--- src/rtl/hsb_pkg.sv ---
package hsb_pkg;

   typedef enum logic [1:0] {
      WT_PUSH = 2'd0,
      WT_CTRL = 2'd1,
      WT_DROP = 2'd2
   } wr_tgt_e;

   typedef enum logic [1:0] {
      RT_POP   = 2'd0,
      RT_COUNT = 2'd1,
      RT_ZERO  = 2'd2
   } rd_tgt_e;

   typedef enum logic [1:0] {
      WS_ADDR = 2'd0,
      WS_DATA = 2'd1,
      WS_RESP = 2'd2
   } wr_state_e;

   typedef enum logic {
      RS_ADDR = 1'b0,
      RS_DATA = 1'b1
   } rd_state_e;

   localparam logic [1:0] RESP_OKAY = 2'b00;
   localparam int unsigned LEN_W = 8;

endpackage

--- src/rtl/hsb_fifo.sv ---
module hsb_fifo #(
   parameter int unsigned WIDTH = 32,
   parameter int unsigned DEPTH = 8,
   localparam int unsigned PW = $clog2(DEPTH),
   localparam int unsigned CW = PW + 1
) (
   input  logic             clk,
   input  logic             rst_n,
   input  logic             push,
   input  logic [WIDTH-1:0] push_data,
   input  logic             pop,
   output logic [WIDTH-1:0] head,
   output logic             empty,
   output logic             full,
   output logic [CW-1:0]    count
);

   if (DEPTH < 2 || (1 << PW) != DEPTH) begin : g_depth_bad
      $error("hsb_fifo: DEPTH must be a power of two, at least 2");
   end

   logic [WIDTH-1:0] mem [DEPTH];
   logic [CW-1:0]    wp_q;
   logic [CW-1:0]    rp_q;

   always_ff @(posedge clk) begin
      if (!rst_n) begin
         wp_q <= '0;
         rp_q <= '0;
      end else begin
         if (push) wp_q <= wp_q + 1'b1;
         if (pop)  rp_q <= rp_q + 1'b1;
      end
   end

   always_ff @(posedge clk) begin
      if (push) mem[wp_q[PW-1:0]] <= push_data;
   end

   assign count = wp_q - rp_q;
   assign empty = (wp_q == rp_q);
   assign full  = (count == CW'(DEPTH));
   assign head  = mem[rp_q[PW-1:0]];


   no_overflow_chk: assert property (@(posedge clk) disable iff (!rst_n)
      full |-> !push);


   no_underflow_chk: assert property (@(posedge clk) disable iff (!rst_n)
      empty |-> !pop);

endmodule

--- src/rtl/hsb_tx_split.sv ---
module hsb_tx_split #(
   parameter int unsigned WORD_W  = 32,
   parameter int unsigned PIECE_W = 16,
   localparam int unsigned N  = WORD_W / PIECE_W,
   localparam int unsigned IW = (N > 1) ? $clog2(N) : 1
) (
   input  logic               clk,
   input  logic               rst_n,
   input  logic               word_valid,
   input  logic [WORD_W-1:0]  word,
   output logic               word_take,
   output logic               out_valid,
   input  logic               out_ready,
   output logic [PIECE_W-1:0] out_data
);

   if (N < 2 || (1 << IW) != N || N * PIECE_W != WORD_W) begin : g_ratio_bad
      $error("hsb_tx_split: WORD_W must be a power-of-two multiple (>=2) of PIECE_W");
   end

   logic [PIECE_W-1:0] pieces [N];
   logic [IW-1:0]      idx_q;
   logic               fire;
   logic               at_last;

   for (genvar g = 0; g < N; g++) begin : g_piece
      assign pieces[g] = word[g*PIECE_W +: PIECE_W];
   end

   assign out_valid = word_valid;
   assign out_data  = pieces[idx_q];
   assign fire      = out_valid && out_ready;
   assign at_last   = (idx_q == IW'(N - 1));
   assign word_take = fire && at_last;

   always_ff @(posedge clk) begin
      if (!rst_n) begin
         idx_q <= '0;
      end else if (fire) begin
         idx_q <= at_last ? '0 : idx_q + 1'b1;
      end
   end


   out_hold_chk: assert property (@(posedge clk) disable iff (!rst_n)
      out_valid && !out_ready |=> out_valid && $stable(out_data));

endmodule

--- src/rtl/hsb_rx_pack.sv ---
module hsb_rx_pack #(
   parameter int unsigned WORD_W  = 32,
   parameter int unsigned PIECE_W = 16,
   localparam int unsigned N  = WORD_W / PIECE_W,
   localparam int unsigned IW = (N > 1) ? $clog2(N) : 1,
   localparam int unsigned HW = (N - 1) * PIECE_W
) (
   input  logic               clk,
   input  logic               rst_n,
   input  logic               in_valid,
   output logic               in_ready,
   input  logic [PIECE_W-1:0] in_data,
   input  logic               room,
   output logic               word_push,
   output logic [WORD_W-1:0]  word
);

   if (N < 2 || (1 << IW) != N || N * PIECE_W != WORD_W) begin : g_ratio_bad
      $error("hsb_rx_pack: WORD_W must be a power-of-two multiple (>=2) of PIECE_W");
   end

   logic [IW-1:0] idx_q;
   logic [HW-1:0] held_q;
   logic          at_last;
   logic          fire;

   assign at_last   = (idx_q == IW'(N - 1));
   assign in_ready  = !at_last || room;
   assign fire      = in_valid && in_ready;
   assign word_push = fire && at_last;
   assign word      = {in_data, held_q};

   always_ff @(posedge clk) begin
      if (!rst_n) begin
         idx_q  <= '0;
         held_q <= '0;
      end else if (fire) begin
         if (at_last) begin
            idx_q <= '0;
         end else begin
            held_q[idx_q*PIECE_W +: PIECE_W] <= in_data;
            idx_q <= idx_q + 1'b1;
         end
      end
   end


   piece_wrap_chk: assert property (@(posedge clk) disable iff (!rst_n)
      word_push |=> in_ready);

endmodule

--- src/rtl/hsb_wr_ctrl.sv ---
module hsb_wr_ctrl
   import hsb_pkg::*;
#(
   parameter int unsigned ID_W   = 4,
   parameter int unsigned ADDR_W = 8,
   parameter int unsigned DATA_W = 32,
   parameter logic [ADDR_W-1:0] PUSH_ADDR = 'h00,
   parameter logic [ADDR_W-1:0] CTRL_ADDR = 'h7C
) (
   input  logic              clk,
   input  logic              rst_n,
   input  logic              aw_valid,
   output logic              aw_ready,
   input  logic [ID_W-1:0]   aw_id,
   input  logic [ADDR_W-1:0] aw_addr,
   input  logic              w_valid,
   output logic              w_ready,
   input  logic [DATA_W-1:0] w_data,
   input  logic              w_last,
   output logic              b_valid,
   input  logic              b_ready,
   output logic [ID_W-1:0]   b_id,
   output logic [1:0]        b_resp,
   output logic              tx_push,
   output logic [DATA_W-1:0] tx_data,
   input  logic              tx_full,
   output logic              ctrl_pulse
);

   wr_state_e       state_q;
   wr_tgt_e         tgt_q;
   wr_tgt_e         tgt_dec;
   logic [ID_W-1:0] id_q;
   logic            aw_fire;
   logic            w_fire;
   logic            b_fire;

   always_comb begin
      if (aw_addr == PUSH_ADDR)      tgt_dec = WT_PUSH;
      else if (aw_addr == CTRL_ADDR) tgt_dec = WT_CTRL;
      else                           tgt_dec = WT_DROP;
   end

   assign aw_ready = (state_q == WS_ADDR);
   assign w_ready  = (state_q == WS_DATA) && !(tgt_q == WT_PUSH && tx_full);
   assign b_valid  = (state_q == WS_RESP);
   assign b_id     = id_q;
   assign b_resp   = RESP_OKAY;

   assign aw_fire = aw_valid && aw_ready;
   assign w_fire  = w_valid && w_ready;
   assign b_fire  = b_valid && b_ready;

   assign tx_push = w_fire && (tgt_q == WT_PUSH);
   assign tx_data = w_data;

   always_ff @(posedge clk) begin
      if (!rst_n) begin
         state_q    <= WS_ADDR;
         tgt_q      <= WT_DROP;
         id_q       <= '0;
         ctrl_pulse <= 1'b0;
      end else begin
         ctrl_pulse <= w_fire && w_last && (tgt_q == WT_CTRL);
         case (state_q)
            WS_ADDR: if (aw_fire) begin
               tgt_q   <= tgt_dec;
               id_q    <= aw_id;
               state_q <= WS_DATA;
            end
            WS_DATA: if (w_fire && w_last) state_q <= WS_RESP;
            WS_RESP: if (b_fire)           state_q <= WS_ADDR;
            default: state_q <= WS_ADDR;
         endcase
      end
   end


   b_after_last_chk: assert property (@(posedge clk) disable iff (!rst_n)
      $rose(b_valid) |-> $past(w_valid && w_ready && w_last));


   b_hold_chk: assert property (@(posedge clk) disable iff (!rst_n)
      b_valid && !b_ready |=> b_valid && $stable(b_id));


   pulse_single_chk: assert property (@(posedge clk) disable iff (!rst_n)
      ctrl_pulse |=> !ctrl_pulse);

endmodule

--- src/rtl/hsb_rd_ctrl.sv ---
module hsb_rd_ctrl
   import hsb_pkg::*;
#(
   parameter int unsigned ID_W   = 4,
   parameter int unsigned ADDR_W = 8,
   parameter int unsigned DATA_W = 32,
   parameter int unsigned CNT_W  = 4,
   parameter logic [ADDR_W-1:0] POP_ADDR   = 'h04,
   parameter logic [ADDR_W-1:0] COUNT_ADDR = 'h00
) (
   input  logic              clk,
   input  logic              rst_n,
   input  logic              ar_valid,
   output logic              ar_ready,
   input  logic [ID_W-1:0]   ar_id,
   input  logic [ADDR_W-1:0] ar_addr,
   input  logic [LEN_W-1:0]  ar_len,
   output logic              r_valid,
   input  logic              r_ready,
   output logic [ID_W-1:0]   r_id,
   output logic [DATA_W-1:0] r_data,
   output logic [1:0]        r_resp,
   output logic              r_last,
   input  logic [DATA_W-1:0] rx_head,
   input  logic              rx_empty,
   input  logic [CNT_W-1:0]  rx_count,
   output logic              rx_pop
);

   if (CNT_W >= DATA_W) begin : g_cnt_bad
      $error("hsb_rd_ctrl: count width must be narrower than the data width");
   end

   rd_state_e         state_q;
   rd_tgt_e           tgt_q;
   rd_tgt_e           tgt_dec;
   logic [ID_W-1:0]   id_q;
   logic [LEN_W-1:0]  len_q;
   logic [LEN_W-1:0]  beat_q;
   logic [DATA_W-1:0] cnt_q;
   logic              ar_fire;
   logic              r_fire;

   always_comb begin
      if (ar_addr == POP_ADDR)        tgt_dec = RT_POP;
      else if (ar_addr == COUNT_ADDR) tgt_dec = RT_COUNT;
      else                            tgt_dec = RT_ZERO;
   end

   always_comb begin
      case (tgt_q)
         RT_POP:   r_data = rx_head;
         RT_COUNT: r_data = cnt_q;
         default:  r_data = '0;
      endcase
   end

   assign ar_ready = (state_q == RS_ADDR);
   assign r_valid  = (state_q == RS_DATA) && !(tgt_q == RT_POP && rx_empty);
   assign r_last   = (beat_q == len_q);
   assign r_id     = id_q;
   assign r_resp   = RESP_OKAY;

   assign ar_fire = ar_valid && ar_ready;
   assign r_fire  = r_valid && r_ready;
   assign rx_pop  = r_fire && (tgt_q == RT_POP);

   always_ff @(posedge clk) begin
      if (!rst_n) begin
         state_q <= RS_ADDR;
         tgt_q   <= RT_ZERO;
         id_q    <= '0;
         len_q   <= '0;
         beat_q  <= '0;
         cnt_q   <= '0;
      end else begin
         case (state_q)
            RS_ADDR: if (ar_fire) begin
               tgt_q   <= tgt_dec;
               id_q    <= ar_id;
               len_q   <= ar_len;
               beat_q  <= '0;
               cnt_q   <= {{(DATA_W-CNT_W){1'b0}}, rx_count};
               state_q <= RS_DATA;
            end
            RS_DATA: if (r_fire) begin
               if (r_last) state_q <= RS_ADDR;
               beat_q <= beat_q + 1'b1;
            end
            default: state_q <= RS_ADDR;
         endcase
      end
   end


   r_hold_chk: assert property (@(posedge clk) disable iff (!rst_n)
      r_valid && !r_ready |=> r_valid && $stable(r_data) && $stable(r_last));


   last_end_chk: assert property (@(posedge clk) disable iff (!rst_n)
      r_valid && r_ready && r_last |=> ar_ready && !r_valid);

endmodule

--- src/rtl/hstream_axi_bridge.sv ---
module hstream_axi_bridge
   import hsb_pkg::*;
#(
   parameter int unsigned ID_W     = 4,
   parameter int unsigned ADDR_W   = 8,
   parameter int unsigned DATA_W   = 32,
   parameter int unsigned HOST_W   = 16,
   parameter int unsigned TX_DEPTH = 8,
   parameter int unsigned RX_DEPTH = 8,
   parameter logic [ADDR_W-1:0] PUSH_ADDR  = 'h00,
   parameter logic [ADDR_W-1:0] COUNT_ADDR = 'h00,
   parameter logic [ADDR_W-1:0] POP_ADDR   = 'h04,
   parameter logic [ADDR_W-1:0] CTRL_ADDR  = 'h7C
) (
   input  logic              clk,
   input  logic              rst_n,
   input  logic              aw_valid,
   output logic              aw_ready,
   input  logic [ID_W-1:0]   aw_id,
   input  logic [ADDR_W-1:0] aw_addr,
   input  logic              w_valid,
   output logic              w_ready,
   input  logic [DATA_W-1:0] w_data,
   input  logic              w_last,
   output logic              b_valid,
   input  logic              b_ready,
   output logic [ID_W-1:0]   b_id,
   output logic [1:0]        b_resp,
   input  logic              ar_valid,
   output logic              ar_ready,
   input  logic [ID_W-1:0]   ar_id,
   input  logic [ADDR_W-1:0] ar_addr,
   input  logic [7:0]        ar_len,
   output logic              r_valid,
   input  logic              r_ready,
   output logic [ID_W-1:0]   r_id,
   output logic [DATA_W-1:0] r_data,
   output logic [1:0]        r_resp,
   output logic              r_last,
   output logic              hout_valid,
   input  logic              hout_ready,
   output logic [HOST_W-1:0] hout_data,
   input  logic              hin_valid,
   output logic              hin_ready,
   input  logic [HOST_W-1:0] hin_data,
   output logic              host_rst
);

   localparam int unsigned TX_CW = $clog2(TX_DEPTH) + 1;
   localparam int unsigned RX_CW = $clog2(RX_DEPTH) + 1;

   if (PUSH_ADDR == CTRL_ADDR) begin : g_wmap_bad
      $error("hstream_axi_bridge: push and control addresses overlap");
   end
   if (POP_ADDR == COUNT_ADDR) begin : g_rmap_bad
      $error("hstream_axi_bridge: pop and count addresses overlap");
   end
   if (LEN_W != 8) begin : g_len_bad
      $error("hstream_axi_bridge: burst length field must be 8 bits");
   end

   logic              tx_push;
   logic [DATA_W-1:0] tx_wdata;
   logic              tx_pop;
   logic [DATA_W-1:0] tx_head;
   logic              tx_empty;
   logic              tx_full;
   logic [TX_CW-1:0]  tx_count;

   logic              rx_push;
   logic [DATA_W-1:0] rx_wdata;
   logic              rx_pop;
   logic [DATA_W-1:0] rx_head;
   logic              rx_empty;
   logic              rx_full;
   logic [RX_CW-1:0]  rx_count;

   hsb_wr_ctrl #(
      .ID_W(ID_W), .ADDR_W(ADDR_W), .DATA_W(DATA_W),
      .PUSH_ADDR(PUSH_ADDR), .CTRL_ADDR(CTRL_ADDR)
   ) wr_i (
      .clk(clk), .rst_n(rst_n),
      .aw_valid(aw_valid), .aw_ready(aw_ready), .aw_id(aw_id), .aw_addr(aw_addr),
      .w_valid(w_valid), .w_ready(w_ready), .w_data(w_data), .w_last(w_last),
      .b_valid(b_valid), .b_ready(b_ready), .b_id(b_id), .b_resp(b_resp),
      .tx_push(tx_push), .tx_data(tx_wdata), .tx_full(tx_full),
      .ctrl_pulse(host_rst)
   );

   hsb_fifo #(.WIDTH(DATA_W), .DEPTH(TX_DEPTH)) tx_q_i (
      .clk(clk), .rst_n(rst_n),
      .push(tx_push), .push_data(tx_wdata),
      .pop(tx_pop), .head(tx_head),
      .empty(tx_empty), .full(tx_full), .count(tx_count)
   );

   hsb_tx_split #(.WORD_W(DATA_W), .PIECE_W(HOST_W)) split_i (
      .clk(clk), .rst_n(rst_n),
      .word_valid(!tx_empty), .word(tx_head), .word_take(tx_pop),
      .out_valid(hout_valid), .out_ready(hout_ready), .out_data(hout_data)
   );

   hsb_rx_pack #(.WORD_W(DATA_W), .PIECE_W(HOST_W)) pack_i (
      .clk(clk), .rst_n(rst_n),
      .in_valid(hin_valid), .in_ready(hin_ready), .in_data(hin_data),
      .room(!rx_full), .word_push(rx_push), .word(rx_wdata)
   );

   hsb_fifo #(.WIDTH(DATA_W), .DEPTH(RX_DEPTH)) rx_q_i (
      .clk(clk), .rst_n(rst_n),
      .push(rx_push), .push_data(rx_wdata),
      .pop(rx_pop), .head(rx_head),
      .empty(rx_empty), .full(rx_full), .count(rx_count)
   );

   hsb_rd_ctrl #(
      .ID_W(ID_W), .ADDR_W(ADDR_W), .DATA_W(DATA_W), .CNT_W(RX_CW),
      .POP_ADDR(POP_ADDR), .COUNT_ADDR(COUNT_ADDR)
   ) rd_i (
      .clk(clk), .rst_n(rst_n),
      .ar_valid(ar_valid), .ar_ready(ar_ready), .ar_id(ar_id), .ar_addr(ar_addr),
      .ar_len(ar_len),
      .r_valid(r_valid), .r_ready(r_ready), .r_id(r_id), .r_data(r_data),
      .r_resp(r_resp), .r_last(r_last),
      .rx_head(rx_head), .rx_empty(rx_empty), .rx_count(rx_count), .rx_pop(rx_pop)
   );


   tx_bound_chk: assert property (@(posedge clk) disable iff (!rst_n)
      tx_count <= TX_CW'(TX_DEPTH));


   ctrl_no_push_chk: assert property (@(posedge clk) disable iff (!rst_n)
      host_rst |-> $stable(tx_count) || tx_pop);

endmodule

--- config.mk ---
export PLATFORM = sky130hd
export DESIGN_NAME = hstream_axi_bridge
export DESIGN_NICKNAME = d
export VERILOG_FILES = /design/src/rtl/hsb_pkg.sv /design/src/rtl/hsb_fifo.sv /design/src/rtl/hsb_tx_split.sv /design/src/rtl/hsb_rx_pack.sv /design/src/rtl/hsb_wr_ctrl.sv /design/src/rtl/hsb_rd_ctrl.sv /design/src/rtl/hstream_axi_bridge.sv
export SDC_FILE = /design/constraint.sdc
export NUM_CORES = 1
export LEC_CHECK = 0
export ABC_AREA = 0
export BUFFER_PORTS_ARGS = -buffer_cell sky130_fd_sc_hd__buf_2
export CORE_MARGIN = 4
export CORE_UTILIZATION = 30
export CTS_BUF_LIST = sky130_fd_sc_hd__clkbuf_4
export DETAILED_ROUTE_END_ITERATION = 7
export GPL_TIMING_DRIVEN = 0
export HOLD_SLACK_MARGIN = 0.02
export SLEW_MARGIN = 20
export SYNTH_ARGS = -nofsm -noshare
export SYNTH_HDL_FRONTEND = slang
export SYNTH_SLANG_ARGS = --single-unit
--- constraint.sdc ---
create_clock -name clk -period 6.25 [get_ports clk]
set_input_delay 0.3125 -clock clk [delete_from_list [all_inputs] [get_ports clk]]
set_output_delay 0.3125 -clock clk [all_outputs]
set_load 0.02 [all_outputs]
Word-level counts from Yosys, hierarchy flattened. Memories as Yosys holds them, arrays and structs flattened. A register that Yosys moved wholly into a read port is not among the register bits. Index checks and enable logic that the tools add are counted.

Add/sub/neg operators: 10. Magnitude comparators: 1. Eq/ne operators: 16. Shift-type cells: 2. Multiplexer cells: 30. Bitwise gates (word level): 3. Reductions and logical operators: 33.

Operator list (count): one-hot mux 32 bit (2 select lines) (1); 2-to-1 mux 16 bit (3); negation 5 -> 34 bit (1); variable shift 16 x 34 -> 16 bit, first input constant (1); indexed part select 16 x 34 -> 16 bit (1); logical AND 1 bit (17); adder 4 x 1 -> 4 bit, second input constant (4); bitwise mux 16 bit (1); zero test 8 bit (2); 2-to-1 mux 8 bit (2); one-hot mux 8 bit (2 select lines) (1); 2-to-1 mux 2 bit (7); 2-to-1 mux 3 bit (4); != test 2 bit, second input constant (5); 2-to-1 mux 1 bit (9); adder 8 x 1 -> 8 bit, second input constant (1); equality test 4 bit (2); equality test 4 bit, second input constant (2); equality test 8 x 3 -> 1 bit, second input constant (1); equality test 8 x 7 -> 1 bit, second input constant (1); equality test 8 bit (1); AND reduction 2 bit (4); subtractor 4 bit (2); equality test 2 x 1 -> 1 bit, second input constant (3); 11 further kinds (19).

Bits in registers: 70. RAM bits: 512. Bits of input ports: 90. Logic and storage cells: 114. Memories: 2.

Memories: rx_q_i.mem (words 8, width 32, read ports 1, clocked after Yosys merged registers in 1, write ports 1, RTL line hsb_fifo.sv:22) `logic [WIDTH-1:0] mem [DEPTH];`; tx_q_i.mem (words 8, width 32, read ports 1, clocked after Yosys merged registers in 1, write ports 1, RTL line hsb_fifo.sv:22).

Longest topological paths before layout. Gate-level depths: netlist of run 1.

Word-level depth: 9. Mapped depth: 9. Depth with buffers taken out: 8.

By module. Synthesis of run 1 repeated with hierarchy kept, for this count alone.

Cells, all modules: 1262. Area total of the unflattened synthesis: 23979.2 um2.

Modules (own cells, without submodules): hsb_fifo (times used 2, cells an instance 438, area an instance 10354.9 um2, seq. area each 7907.6 um2); hsb_rd_ctrl (times used 1, cells an instance 187, area an instance 1451.4 um2, seq. area each 540.5 um2); hsb_rx_pack (times used 1, cells an instance 92, area an instance 829.5 um2, seq. area each 340.3 um2); hsb_wr_ctrl (times used 1, cells an instance 80, area an instance 678.2 um2, seq. area each 180.2 um2); hsb_tx_split (times used 1, cells an instance 25, area an instance 302.8 um2, seq. area each 20.0 um2); hstream_axi_bridge (times used 1, cells an instance 2, area an instance 7.5 um2, seq. area each 0.0 um2).

Worst setup path before layout of run 1. No wires, ideal clock.

Path kind: reg2reg. From: register rx_q_i.wp_q[0]. To: memory rx_q_i.mem[2][0], enable pin. Setup time: 0.461 ns. Data arrival time: 4.092 ns. Setup slack: 1.697 ns. Cell stages (with the launch flop): 10. Path buffers: 1. Period minus slack after synthesis: 4.553 ns. Cells stage by stage: dfxtp_1 > clkbuf_1 > inv_1 > ha_1 > fa_1 > xnor2_1 > nor2_1 > a31oi_4 > nand2b_1 > nor3_1.

Cells in the longest elaborated chain, start to end: 8.

RTL lines: start: declaration (RTL line hsb_fifo.sv:23) `logic [CW-1:0] wp_q;`; start signal: assignment (RTL line hsb_fifo.sv:31) `if (push) wp_q <= wp_q + 1'b1;`; subtractor 4 bit (RTL line hsb_fifo.sv:40) `assign count = wp_q - rp_q;`; equality test 4 bit (RTL line hsb_fifo.sv:42) `assign full = (count == CW'(DEPTH));`; zero test 1 bit (RTL line hstream_axi_bridge.sv:106) `.room(!rx_full), .word_push(rx_push), .word(rx_wdata)`; logical OR 1 bit (RTL line hsb_rx_pack.sv:28) `assign in_ready = !at_last || room;`; logical AND 1 bit (RTL line hsb_rx_pack.sv:29) `assign fire = in_valid && in_ready;`; logical AND 1 bit (RTL line hsb_rx_pack.sv:30) `assign word_push = fire && at_last;`; 2-to-1 mux 1 bit (RTL line hsb_fifo.sv:37) `if (push) mem[wp_q[PW-1:0]] <= push_data;`; 2-to-1 mux 1 bit (implied by the code) (RTL line hsb_fifo.sv:37); end: declaration (RTL line hsb_fifo.sv:22).

Several ways; a longest one is shown, not always the timed one.

Final worst setup path of run 1.
From: register rx_q_i.wp_q[0]. To: memory rx_q_i.mem[2][21], enable pin.

Same word-level chain as after synthesis.

==> impl_metrics.json, run 1 <==
{
  "start_kind": "flip-flop",
  "min_path_cells": 4,
  "hold_violations": 0,
  "htree_levels": 4,
  "syn-mean-instance-area_um2": 19.3,
  "insertion_delay_ns": 0.95,
  "ctsResizeCount": 0,
  "critPathArrivalTime_ns": 4.69,
  "finalCriticalPeriod_ns": 4.07,
  "finalMaxSlewViolations": 0,
  "met3_usage": 0.0371,
  "ant_nets": 0,
  "synth_edf_count": 512,
  "status": "finished clean",
  "dr.pass1.iters": 4,
  "syn2layout_area_growth_pct": 25.4,
  "async_flop_share": 0,
  "die_h_um": 283,
  "grt_start_max_net_pins": 24,
  "final_common_cell": "edfxtp_1",
  "rows": 100,
  "final_cell_mix": "edfxtp_1 (512), clkbuf_4 (222), buf_2 (171)",
  "setup_viol": 0,
  "syn-cell-area_um2": 22700,
  "p_leak_nw": 9.50,
  "synth_seq_area_share": 0.745,
  "grt_first_pass_wirelength_mm": 81.2,
  "cts_setup_buffers": 0,
  "cts_tree": "done",
  "nNetsFinal": 1756,
  "wl_mm": 54.0,
  "worst-path-buf-inv": 4,
  "drive_above_1_share": 0.363,
  "cp.required_ns": 6.87,
  "instances_no_fill": 2741,
  "fillers": 6904,
  "numCtsBuffers": 152,
  "slowest_stage": "nor3_2",
  "max_clock_freq_mhz": 246,
  "cts.sinks": 588,
  "critPathTopFamily": "simple AND/OR/NAND/NOR gates",
  "ys_warn_count": 0,
  "worstSetupPathType": "reg2reg",
  "ir_drop_mv": 0.151,
  "worst_slew_pin_slew_ns": 1.07,
  "grt-busiest-layer": "met2",
  "drc_errors": 0,
  "slew_headroom": 0.290,
  "pwr_density_cell_nw_per_um2": 279,
  "cp_max_fo": 8,
  "grt_use_met2": 0.235,
  "timing.hold.ws_ns": 0.183,
  "antenna_found_initial": 8,
  "cap_violations": 0,
  "grtUsageTotal": 0.134,
  "wire_per_inst_um": 19.7,
  "synth.distinct_cells": 50,
  "r2r-end": "rx_q_i.mem[2][21]",
  "r2r_cells": 11,
  "gr-total-overflow": 0,
  "cts_root_buf": "clkbuf_4",
  "multi_input_area_um2": 5560,
  "seqCellArea_um2": 16900,
  "hold_path.class": "in2reg",
  "rsz0062_at_grt": "false",
  "fin_worst_skew_ns": 0.0597,
  "io_pins": 159,
  "grt_pass1_vias": 13724,
  "vias": 12740,
  "cts.clk_slew.worst_paths_ns": 0.07,
  "first_iter_violations": 813,
  "crit_start": "rx_q_i.wp_q[0]",
  "cts_buffer_depth": 3,
  "start_util": 0.304,
  "max_stage_delay_ns": 0.73,
  "place.gp.congestion": 0.763,
  "port_buffers": 154,
  "dp.cells": 2355,
  "r2r_slack_ns": 2.18,
  "min_to": "rd_i.len_q[3]",
  "fin_crit_sh": 0.651,
  "dp_hpwl_mm": 35.5,
  "r2r_start": "rx_q_i.wp_q[0]",
  "die-area_um2": 80000,
  "die_w_um": 283,
  "ys_ff_latch": 588,
  "viasPerCell": 4.65,
  "core_um2": 74700,
  "grt.met1_usage": 0.156,
  "total_power_mw": 7.94,
  "syn_inst": 1176,
  "path_cells": "clkbuf_1, inv_1, ha_1, fa_1, xnor2_1, nor2_1, a31oi_4, nand2b_1, nor3_2, buf_4, buf_6",
  "synth_flop_cell": "edfxtp_1",
  "min_from": "ar_len[3]",
  "timing.critical_path.to_type": "flip-flop"
}
## state kept, by name (all words and copies together), names as in the netlist, 8 cells and up, named ones only
name	flops
rd_i.len_q	8
rx_q_i.mem	256
rd_i.beat_q	8
pack_i.held_q	16
tx_q_i.mem	256
## stage by stage
| stage | setup slack, ns | utilization | instance area, um^2 | TNS (ns) |
|---|---|---|---|---|
| 6_report | 2.18 | 0.381 | 28400 | 0 |
| 5_1_grt | 1.97 | 0.380 | 28400 | 0 |
| 4_1_cts | 2.10 | 0.380 | 28400 | 0 |
| 3_5_place_dp | 2.21 | 0.339 | 25300 | 0 |
| 3_3_place_gp | -1.04 | 0.330 | 24700 | -251.39 |
| 2_1_floorplan | 1.70 | - | 22700 | 0 |
## per-layer routing
metal / wire length [um] / vias up
met5: 16 / -
met4: 1140 / 2
met3: 3410 / 78
met2: 28200 / 394
met1: 21200 / 6480
li1: - / 5786
## worst max-delay path by stage
stage	endpoint	slack (ns)	cells past startpoint
after floorplan	rx_q_i.mem[2][0]	1.70	9
after global placement	rx_q_i.mem[3][23]	-1.04	9
after detailed placement	rx_q_i.mem[2][23]	2.21	11
after CTS	hout_data[8]	2.10	5
after global routing	rx_q_i.mem[2][21]	1.97	11
final	rx_q_i.mem[2][21]	2.18	11
## cell families after synthesis
family	synth area share
AO/OA/AOI/OAI	0.0196
XOR/XNOR	0.00811
adder cells (fa/ha/maj)	0.00695
buffers and inverters	0.0134
flip-flops	0.745
multiplexers	0.161
other	0.000165
AND/OR/NAND/NOR	0.0454
## layout make-up
cell class,count,area share
Inverter,11,0.00145
Multi-Input combinational cell,520,0.196
Tap cell,969,0.0426
Buffer,60,0.00920
Clock inverter,42,0.0109
Antenna cell,8,0.000704
Clock buffer,222,0.0586
Timing Repair Buffer,321,0.0864
Sequential cell,588,0.594
## tightest hold or removal path, cell delays in order
cell and delay, ns:
dlygate4sd3_1 0.53, buf_2 0.12, nand2_1 0.06, a21oi_1 0.06
## report_power, final
group	leakage (nW)	total [mW]	internal, mW	switching [mW]
Sequential	5.24	4.32	4.30	0.0255
Clock	1.16	3.33	1.80	1.53
Combinational	3.10	0.285	0.124	0.161
## cells in the mapped netlist (11+ instances only)
cell type | count | share of area
edfxtp_1 | 512 | 0.68
clkbuf_1 | 34 | 0.0056
mux4_2 | 144 | 0.14
dfxtp_1 | 76 | 0.067
buf_2 | 17 | 0.0038
xnor2_1 | 16 | 0.0062
nor2_1 | 64 | 0.011
a21oi_1 | 46 | 0.010
ha_1 | 11 | 0.0061
mux2i_1 | 41 | 0.018
nand2_1 | 93 | 0.015
nor3_1 | 13 | 0.0029
## what timing repair did
action	in CTS	in global routing
endpoints found under the hold margin	482	0
hold buffers	114	0
endpoints found under the setup margin	0	0
Note: power is estimated with default switching activity, not from simulation.
==> run 2: changes to the inputs <==
--- a/config.mk
+++ b/config.mk
@@ -5,7 +5,7 @@
 export SDC_FILE = /design/constraint.sdc
 export NUM_CORES = 1
 export LEC_CHECK = 0
-export ABC_AREA = 0
+export ABC_AREA = 1
 export BUFFER_PORTS_ARGS = -buffer_cell sky130_fd_sc_hd__buf_2
 export CORE_MARGIN = 4
 export CORE_UTILIZATION = 30
==> constraint.sdc (replaced) <==
create_clock -name clk -period 3.38 [get_ports clk]
set_input_delay 0.169 -clock clk [delete_from_list [all_inputs] [get_ports clk]]
set_output_delay 0.169 -clock clk [all_outputs]
set_load 0.02 [all_outputs]
==> run 2 against run 1 <==
  * Count of clock-buffer cells in the layout rose by 4
  * First-iteration DRC count rose by 60%
  * Sequential power rose by 86%
  * Synthesized cell count rose by 56%
  * Non-clock buffer count rose by 88
  * Core utilization rose by 0.56 points
  * Worst setup slack got worse by 2.1 ns
  * Cell area rose by 5.4%
  * Die area rose by 3.6%
  * Sequential share of layout area fell by 3.0 points
  * Via count rose by 34%
  * Critical endpoint is now r_data[28]
  * Largest cell class unchanged
==> impl_metrics.json, run 2 <==
{
  "status": "finished clean",
  "hold_path.class": "in2reg",
  "worst_slew_pin_slew_ns": 0.818,
  "r2r_cells": 11,
  "start_kind": "flip-flop",
  "grt_start_max_net_pins": 22,
  "gr-total-overflow": 0,
  "first_iter_violations": 1302,
  "pwr_density_cell_nw_per_um2": 490,
  "grt_first_pass_wirelength_mm": 100,
  "syn-cell-area_um2": 23500,
  "cts.clk_slew.worst_paths_ns": 0.06,
  "place.gp.congestion": 0.829,
  "cts_buffer_depth": 3,
  "total_power_mw": 14.7,
  "fin_worst_skew_ns": 0.0886,
  "r2r-end": "rx_q_i.mem[3][12]",
  "power_frac_comb": 0.041,
  "viasPerCell": 4.84,
  "slew_headroom": 0.454,
  "synth_top_cell_by_area": "edfxtp_1",
  "dr.pass1.iters": 5,
  "p_int_mw": 11.3,
  "synth_most_common_cell": "edfxtp_1",
  "die_h_um": 288,
  "async_flop_share": 0,
  "max_clock_freq_mhz": 308,
  "seq_power_share": 0.547,
  "htree_levels": 4,
  "syn_inst": 1837,
  "syn2layout_area_growth_pct": 27.4,
  "netlist_top_cells_count": "edfxtp_1 (512), o21ai_0 (245), nor2_1 (244)",
  "die_w_um": 288,
  "cts.sinks": 588,
  "io_pins": 159,
  "cts_root_buf": "clkbuf_4",
  "power.switching_fraction": 0.228,
  "ys_warn_count": 0,
  "synth_flop_cell": "edfxtp_1",
  "utilization": 0.386,
  "core_um2": 77600,
  "finalCriticalPeriod_ns": 3.25,
  "grt_pass1_vias": 17378,
  "hold_violations": 0,
  "wl_mm": 66.9,
  "setup_tns_ns": 0,
  "antenna_found_initial": 6,
  "rows": 102,
  "cp.required_ns": 3.21,
  "synth_top_area_share": 0.654,
  "ant_nets": 0,
  "fillers": 7408,
  "final_cell_mix": "edfxtp_1 (512), o21ai_0 (245), nor2_1 (232)",
  "cp_max_fo": 10,
  "fin_crit_sh": 0.961,
  "die-area_um2": 82900,
  "cts_tree": "done",
  "finalMaxSlewViolations": 0,
  "grtUsageTotal": 0.159,
  "cap_violations": 0,
  "dp_slack_ns": 0.00776,
  "timing.critical_path.to_type": "output port",
  "multi_input_area_um2": 5690,
  "synth.distinct_cells": 47,
  "seqCellArea_um2": 16900,
  "vias": 17049,
  "port_buffers": 154,
  "ys_ff_latch": 588,
  "critPathArrivalTime_ns": 3.08,
  "drc_errors": 0,
  "drive_above_1_share": 0.212,
  "p_leak_nw": 10.6,
  "netlist_top_cells_area": "edfxtp_1 (65%), dfxtp_1 (6.5%), o21ai_0 (5.2%)",
  "r2r_slack_ns": 0.17,
  "switching_power_mw": 3.34,
  "start_util": 0.303,
  "synth_edf_count": 512,
  "min_from": "w_data[27]",
  "worstSetupPathType": "reg2out",
  "final_common_cell": "edfxtp_1",
  "min_path_cells": 2,
  "r2r_start": "rx_q_i.wp_q[0]",
  "ir_drop_mv": 0.236,
  "dp_hpwl_mm": 42.4,
  "syn-mean-instance-area_um2": 12.8,
  "numCtsBuffers": 152,
  "min_to": "tx_q_i.mem[3][27]",
  "nNetsFinal": 2457,
  "setup_viol": 0,
  "timing.final.ws_setup_ns": 0.133,
  "wire_per_inst_um": 19.0,
  "synth_seq_area_share": 0.718,
  "power_frac_clock": 0.412,
  "insertion_delay_ns": 0.97
}
run 2: changes by cell type in the layout (fill, tap and decap cells not counted), sizes merged, moves of 13 or more:
cell | previous run | this run
o21ai | 10 | 257
nor2 | 64 | 247
mux4 | 144 | 0
inv | 15 | 143
o211ai | 0 | 67
dlygate4sd3 | 114 | 173
a21oi | 46 | 86
o22ai | 1 | 33
a31oi | 4 | 29
nand3 | 8 | 33
mux2i | 41 | 64
clkbuf | 256 | 278
a211oi | 3 | 16
run 2: logic make-up (layout without fill, tap and decap cells):
family                     count (synthesis)  after routing  synth area share
and+or+nand+nor                          397            397            0.0695
DFF                                      588            588             0.718
other                                      1             12          0.000159
adders and majority gates                 12             12           0.00670
muxes                                     64             64            0.0272
xor gates and xnor gates                  20             20           0.00745
AOI/OAI and AO/OA                        510            510             0.125
buffers and inverters                    245            877            0.0458
run 2: cell type report:
| type | instances | area share |
|---|---|---|
| clock buffers | 226 | 0.0566 |
| repair buffers | 362 | 0.101 |
| clock inverters | 45 | 0.00798 |
| multi-input cells | 1007 | 0.190 |
| inverters | 137 | 0.0172 |
| well taps | 1040 | 0.0434 |
| plain buffers | 107 | 0.0189 |
| diodes | 8 | 0.000668 |
| flip-flops and latches | 588 | 0.564 |
run 2: how the worst max path moves through the flow:
| stage | endpoint | startpoint | slack, ns | cells after the start |
|---|---|---|---|---|
| after floorplan | rx_q_i.mem[3][0] | rx_q_i.wp_q[0] | -0.89 | 8 |
| after global placement | rx_q_i.mem[3][12] | rx_q_i.wp_q[0] | -3.01 | 8 |
| after detailed placement | rx_q_i.mem[6][27] | rx_q_i.wp_q[0] | 0.008 | 9 |
| after CTS | r_data[5] | flip-flop | 0.01 | 6 |
| after global routing | hout_data[6] | flip-flop | -0.02 | 5 |
| final | r_data[28] | flip-flop | 0.13 | 6 |
run 2: per-layer routing:
layer  vias to the layer above  global-route usage  routed length [um]
met5                         -                   0                   0
met4                         0              0.0644                1810
met3                       140              0.0386                5200
met2                       741               0.259               31900
met1                      8303               0.203               28000
li1                       7865                   -                   -
run 2: worst max-delay path, cell delays in order (launching register included):
cell and delay [ns]:
dfxtp_1 0.35, clkinv_1 0.42, buf_1 0.42, nor2_1 0.16
o21ai_0 0.09, a31oi_1 0.44, buf_2 0.26
run 2: power by group through the flow:
stage               combinational, mW  sequential [mW]  clock, mW
global route                    0.650             8.04       6.61
detailed placement              0.419             8.19          0
global placement                0.392             8.18          0
finish                          0.598             8.04       6.04
CTS                             0.584             8.03       6.19
floorplan                       0.190             8.18          0
run 2: repair_timing:
item | CTS | global route
pin swaps | 1 | 3
setup buffers | 3 | 5
gates resized for setup | 4 | 10
setup endpoints to repair | 32 | 58
hold buffers | 173 | 0
hold endpoints to repair | 578 | 0
run 2: through the flow:
step	instances	hold WS (ns)	cell area [um^2]
2_1_floorplan	1840	0.268	23500
6_report	3520	0.123	30000
3_5_place_dp	3061	0.370	26200
5_1_grt	3516	0.0343	30000
4_1_cts	3507	0.0269	29900
3_3_place_gp	3034	0.365	25600
